==> config.mk <==
export PLATFORM = sky130hd
export DESIGN_NAME = rst_seq_flags
export DESIGN_NICKNAME = d
export VERILOG_FILES = /design/src/rtl/rst_seq_flags.sv
export SDC_FILE = /design/constraint.sdc
export NUM_CORES = 1
export LEC_CHECK = 0
export CAP_MARGIN = 15
export CORE_ASPECT_RATIO = 1.2
export CORE_MARGIN = 2
export CORE_UTILIZATION = 45
export DETAILED_ROUTE_END_ITERATION = 8
export GPL_TIMING_DRIVEN = 0
export PLACE_DENSITY = 0.68
export SYNTH_ARGS = -nofsm -noshare
export SYNTH_HDL_FRONTEND = slang
export SYNTH_SLANG_ARGS = --single-unit
==> constraint.sdc <==
create_clock -name clk -period 5.2 [get_ports clk]
set_input_delay 1.56 -clock clk [delete_from_list [all_inputs] [get_ports clk]]
set_output_delay 1.56 -clock clk [all_outputs]
set_load 0.05 [all_outputs]
==> src/rtl/rst_seq_flags.sv <==
module rst_seq_flags #(
  parameter int TICKS_SHORT  = 41,
  parameter int TICKS_LONG   = 650,
  parameter int CYC_FAST     = 6,
  parameter int CYC_PLL      = 1024,
  parameter int CYC_PLL_LONG = 16384
) (
  input  logic       clk,
  input  logic       por_req,
  input  logic       bor_req,
  input  logic       ext_req,
  input  logic       wdt_req,
  input  logic       wake_req,
  input  logic [1:0] sut_code,
  input  logic       pll_sel,
  input  logic       tb_tick,
  input  logic       wr_en,
  input  logic [7:0] wr_data,
  output logic       hold_rst,
  output logic [7:0] flags
);
  localparam int EW = $clog2(TICKS_LONG + 1);
  localparam int CW = $clog2(CYC_PLL_LONG + 1);

  typedef enum logic [1:0] {PH_DONE, PH_EXTRA, PH_CYC} phase_t;

  phase_t        phase;
  logic [EW-1:0] ext_left;
  logic [CW-1:0] cyc_left, cyc_load, cyc_sel;
  logic [EW-1:0] ext_sel;
  logic [7:0]    cause;
  logic          any_req;

  assign any_req  = por_req | bor_req | ext_req | wdt_req;
  assign hold_rst = any_req | (phase != PH_DONE);
  assign flags    = cause;

  always_comb begin
    case (sut_code)
      2'b00:   ext_sel = '0;
      2'b01:   ext_sel = EW'(TICKS_SHORT);
      2'b10:   ext_sel = EW'(TICKS_LONG);
      default: ext_sel = pll_sel ? '0 : EW'(TICKS_LONG);
    endcase
    if (!pll_sel)              cyc_sel = CW'(CYC_FAST);
    else if (sut_code == 2'b11) cyc_sel = CW'(CYC_PLL_LONG);
    else                       cyc_sel = CW'(CYC_PLL);
  end

  always_ff @(posedge clk) begin
    if (any_req) begin
      phase    <= PH_EXTRA;
      ext_left <= ext_sel;
      cyc_load <= cyc_sel;
    end else begin
      case (phase)
        PH_EXTRA:
          if (ext_left == '0) begin
            phase    <= PH_CYC;
            cyc_left <= cyc_load - 1'b1;
          end else if (tb_tick) begin
            ext_left <= ext_left - 1'b1;
          end
        PH_CYC:
          if (cyc_left == '0) phase <= PH_DONE;
          else                cyc_left <= cyc_left - 1'b1;
        PH_DONE:
          if (wake_req) begin
            phase    <= PH_CYC;
            cyc_left <= cyc_sel - 1'b1;
          end
        default: phase <= PH_DONE;
      endcase
    end
  end

  always_ff @(posedge clk) begin
    if (por_req) cause <= 8'h01;
    else cause <= ((cause & (wr_en ? wr_data : 8'hFF))
                   | {4'b0, wdt_req, bor_req, ext_req, 1'b0}) & 8'h0F;
  end


  por_flag_chk: assert property (@(posedge clk) por_req |=> flags[3:0] == 4'b0001);


  wdt_sticky_chk: assert property (@(posedge clk) disable iff (por_req)
    wdt_req |=> flags[3]);


  write_one_keep_chk: assert property (@(posedge clk) disable iff (por_req)
    (wr_en && wr_data[2] && flags[2]) |=> flags[2]);


  write_zero_clr_chk: assert property (@(posedge clk) disable iff (por_req)
    (wr_en && !wr_data[1] && !ext_req) |=> !flags[1]);


  req_hold_chk: assert property (@(posedge clk) disable iff (por_req)
    (bor_req || ext_req || wdt_req) |=> hold_rst);


  no_tick_stall_chk: assert property (@(posedge clk) disable iff (por_req)
    (phase == PH_EXTRA && ext_left != '0 && !tb_tick && !any_req) |=> $stable(ext_left));
endmodule

## Word-level counts from Yosys, hierarchy flattened

Cells that the tools add are included.

- Register bits: 46
- Latch bits: 0
- RAM bits: 0
- ROM bits: 0
- Input bits: 19
- Output and inout bits: 9
- Word-level logic and storage cells: 54
- Memories kept: 0

- Add/subtract/negate cells: 4
- Multiply operators: 0
- Div/mod/pow operators: 0
- Magnitude comparators: 0
- Equal/unequal tests: 10
- Shift-type cells: 0
- Multiplexer cells: 17
- Bitwise operators: 7
- Reduce and logical (&&, ||, !) cells: 11

Operator list:

| operator | count |
|---|---|
| $mux W15 | 5 |
| $mux W10 | 5 |
| $pmux W15 S3 | 1 |
| $sub A15 B1 Y15 const B | 3 |
| $pmux W10 S3 | 1 |
| $logic_not A15 Y1 | 1 |
| $logic_not A10 Y1 | 1 |
| $ne A2 B2 Y1 const B | 5 |
| $sub A10 B1 Y10 const B | 1 |
| $eq A2 B2 Y1 const B | 3 |
| $mux W2 | 3 |
| $pmux W2 S3 | 1 |
| $reduce_and A3 Y1 | 2 |
| $reduce_bool A2 Y1 | 3 |
| $reduce_and A5 Y1 | 1 |
| $and A4 B4 Y4 | 1 |
| $eq A2 B1 Y1 const B | 2 |
| $logic_not A2 Y1 | 2 |
| $mux W4 | 1 |
| $or A1 B1 Y1 | 4 |
| $or A4 B4 Y4 | 1 |
| $reduce_bool A3 Y1 | 1 |
| $not A1 Y1 | 1 |

## Longest topological paths before layout

Gate-level depths: netlist of run 1.

- Depth after elaboration: 6
- Depth in mapped cells: 6
- Gate-level depth less buffers: 6

## Least setup slack after synthesis of run 1

No wires, ideal clock.

- Kind: input to output
- Start point: input port por_req
- End point: output port hold_rst
- Arrival: 2.675 ns
- Data required time: 3.640 ns
- Path slack: 0.965 ns
- Stages: 3
- Buffers on the path: 0
- Cell sequence: nor4_4 inv_2 or3_1

- Cells in the longest elaborated chain, start to end: 4

Ends and longest elaborated chain:

| item | line | source |
|---|---|---|
| start, declared | 9 | `input logic por_req,` |
| $or A1 B1 Y1 (3 in series) | 34 | `assign any_req = por_req \| bor_req \| ext_req \| wdt_req;` |
| $or A1 B1 Y1 | 35 | `assign hold_rst = any_req \| (phase != PH_DONE);` |
| end, declared | 19 | `output logic hold_rst,` |

No other way between the ends.

## Final worst setup path of run 1

- Start point: input port wdt_req
- End point: output port hold_rst

- Cells in the longest elaborated chain, start to end: 2

Ends and longest elaborated chain:

| item | line | source |
|---|---|---|
| start, declared | 12 | `input logic wdt_req,` |
| $or A1 B1 Y1 | 34 |  |
| $or A1 B1 Y1 | 35 |  |

No other way between the ends.

==> metrics list, run 1 <==
* Cells after synthesis: 177
- Power per Cell Area: 267 mW/mm²
- Diode count: 0
* Number of nets in the final layout: 232
* DP Cell Count: 254
* Clock tree sinks: 34
- The tree is rooted in a clkbuf_8.
- A synthesized cell averages 10.7 µm².
- Synthesis-to-finish area growth: 19.8%
- Setup repair after global routing missed its margin: no
* Total grt overflow: 0
* Port Buffers: 19
- Largest net degree at the start of global routing: 13
- In this run the cell area measured after placement is 0.00218 mm².
- The synthesized netlist contains 50 unique library cells.
* Clock-pin transition on the worst setup and hold timing paths: 0.06 ns
- The routed design has 3870 µm of wire.
- In this run the core area contains 25 standard-cell rows.
- 28 I/O pins were placed.
- In this run the tightest slew margin relative to its limit is 0.473.
- Ratio of cells with drive above 1 in the final layout: 0.139
- Along the worst path, the maximum fanout reaches 12.
- Count of final max-slew check failures: 0
- Number of antenna violations at the first check in global routing: 0
- Final total power: 0.609 mW
- Hold repair after CTS inserted 0 buffers.
- Yosys printed 0 warnings.
- Worst hold slack: 0.466 ns
* Aggregate global-route resource usage: 0.178
- The floorplan step defined a die boundary enclosing 0.00476 mm².
- Flop-to-flop setup slack: 2.69 ns
- From bottom edge to top edge, the die measures 75.2 µm.
- The H-tree was split into 2 levels.
- The later pin in the worst-skew pair is clocked with a latency of 0.29 ns.
* Async S/R FF share, synth: 0
- The final route contains 1436 vias.
- Setup violations remaining at the end of the flow were counted as 0.
- TritonCTS clock tree: yes
- The number of global-route vias before repair was 1442.
- After detailed routing, the number of vias per cell comes to 5.46.
- Period utilization: 0.932
- Of the synthesized area, sequential elements account for 0.505.
- Maximum number of buffers from clock root to sink: 2
* Worst Path Class, Setup: in -> out
- Floorplan core area: 0.00400 mm²
* Required time at the endpoint of the critical path: 3.64 ns
* Total of flip-flops plus latches after synthesis: 34
- Max-cap violations in this run came to 0.
* Peak supply drop: 179 µV
- The first detailed-routing pass ran for 4 iterations.
- Across the routed clock network, the largest skew measured is 0.00829 ns.
- Maximum clock frequency: 0.206 GHz
- Crit path capture type: output port
- First-pass GRT wire length: 6530 µm
* Worst min path class: reg -> reg
* DRC Markers: 0
* Number of CTS-inserted buffers: 5
* Area of all placed cells without fillers: 0.00228 mm²
- The synthesized design contains 28 enable-type register cells.
* Number of filler cells placed in the layout: 379
- The run finished with clean final reports.
* Slew of the pin with the lowest slew margin: 0.790 ns
- HPWL after detailed placement: 2930 µm
* Synth Cell Area: 0.00190 mm²
- Final cell count without fillers: 263
- Data on the critical path arrives at its endpoint at 3.29 ns.
- Ys flop type: edfxtp_1
* Mean routed wirelength per cell: 14.7 µm
- Placer Congestion: 0.848
- Number of hold violations in the final report: 0
- Starting utilization of the core area: 0.475
* Die X-Extent: 63.3 µm
* Startpoint types: primary input
- Pleak: 0.833 nW
- The worst path in the final design needs a cycle of 4.85 ns, including I/O delays and setup.
* Antenna Violating Nets Remaining: 0
- After the first detailed-routing iteration, the DRC count stood at 66.
## per-layer routing
layer / routed length (µm) / vias up / GRT usage
met5: 0 / - / 0
met4: 92 / 0 / 0.0990
met1: 1610 / 683 / 0.192
met2: 1980 / 39 / 0.323
li1: - / 707 / -
met3: 188 / 7 / 0.0478
## final timing paths
path               start           to  cells after the start
max              wdt_req     hold_rst                      5
min             flags[0]     flags[0]                      1
max reg2reg  ext_left[0]  cyc_left[7]                      7
min reg2reg     flags[0]     flags[0]                      1
## kinds of logic after synthesis
kind of cell / after synthesis / synth area share
adder cells (fa/ha/maj): 5 / 0.0329
buffers and inverters: 16 / 0.0434
multiplexers: 1 / 0.00526
AO/OA/AOI/OAI: 41 / 0.151
AND/OR/NAND/NOR: 67 / 0.205
flip-flops: 34 / 0.505
other: 1 / 0.00197
XOR/XNOR: 12 / 0.0553
## Yosys cell counts, types with 3 or more instances
cell type	n	area (µm²)
edfxtp_1	28	841
nor2_1	19	71.3
nand2_1	12	45.0
a21oi_1	11	55.1
xnor2_1	8	70.1
inv_1	7	26.3
o21ai_0	7	35.0
dfxtp_1	6	120
nand2b_1	6	37.5
buf_4	5	37.5
ha_1	5	62.6
a31o_2	4	35.0
nor3_1	4	20.0
xor2_1	4	35.0
buf_2	3	15.0
nor2b_1	3	18.8
nor4_1	3	18.8
o31ai_1	3	22.5
## layout by cell type, fill, tap and decap left out, types with 2 or more instances in the layout
cell / synthesis / layout
a211oi_1: 2 / 2
a21oi_1: 11 / 11
a311oi_1: 2 / 2
a31o_2: 4 / 4
a31oi_1: 2 / 2
and2b_1: 2 / 2
buf_2: 3 / 3
buf_4: 5 / 6
clkbuf_1: 0 / 2
clkbuf_8: 0 / 6
clkdlybuf4s50_1: 0 / 18
conb_1: 1 / 4
dfxtp_1: 6 / 6
edfxtp_1: 28 / 28
ha_1: 5 / 5
inv_1: 7 / 7
nand2_1: 12 / 12
nand2b_1: 6 / 6
nor2_1: 19 / 19
nor2b_1: 3 / 3
nor3_1: 4 / 4
nor3b_1: 2 / 2
nor4_1: 3 / 3
nor4b_1: 2 / 2
o21ai_0: 7 / 7
o31ai_1: 3 / 3
or3_1: 2 / 2
xnor2_1: 8 / 8
xor2_1: 4 / 4
## worst max-delay path: stages
cell and delay (ns):
clkdlybuf4s50_1 0.47, nor4_4 0.34, inv_2 0.17, or3_1 0.32
dlygate4sd2_1 0.43
## sequential cells by signal (all words and copies together), names as in the netlist
register,flops
cyc_left,15
cyc_load,3
ext_left,10
flags,4
phase,2
## repair_timing
| item | 4_1_cts | 5_1_grt |
|---|---|---|
| setup endpoints to repair | 1 | 1 |
| buffers inserted | 0 | 1 |
| gates resized for setup | 1 | 0 |
| pin swaps | 0 | 1 |
## per-stage QoR
stage	setup WS, ns	util	TNS, ns
final	0.354	0.569	0
after global routing	0.256	0.569	0
after CTS	0.0298	0.567	0
after detailed placement	-0.250	0.545	-0.250
after global placement	-0.239	0.542	-0.239
after floorplan	0.965	-	0
## where the power goes
part	total (mW)	switching (mW)	leakage, nW	internal (mW)
clock	0.202	0.0938	0.0455	0.108
combinational	0.0921	0.0487	0.456	0.0433
sequential	0.315	0.00793	0.332	0.307
total	0.609	0.151	0.833	0.458
## final cells by class
| class | instances | area, µm² | share of cell area |
|---|---|---|---|
| Sequential cell | 34 | 961 | 0.422 |
| Multi-Input combinational cell | 130 | 870 | 0.382 |
| Timing Repair Buffer | 21 | 208 | 0.0912 |
| Clock buffer | 8 | 90.1 | 0.0395 |
| Tap cell | 54 | 67.6 | 0.0297 |
| Buffer | 8 | 52.6 | 0.0231 |
| Inverter | 8 | 30.0 | 0.0132 |
Note: power is estimated with default switching activity, not from simulation.
==> inputs of run 2 (changes only) <==
--- a/config.mk
+++ b/config.mk
@@ -9,8 +9,10 @@
 export CORE_ASPECT_RATIO = 1.2
 export CORE_MARGIN = 2
 export CORE_UTILIZATION = 45
+export CTS_CLUSTER_SIZE = 12
 export DETAILED_ROUTE_END_ITERATION = 8
 export GPL_TIMING_DRIVEN = 0
+export HOLD_SLACK_MARGIN = 0.12
 export PLACE_DENSITY = 0.68
 export SYNTH_ARGS = -nofsm -noshare
 export SYNTH_HDL_FRONTEND = slang
==> results of run 2 <==
The final DEF is identical to that of run 1; final timing and power are the same.
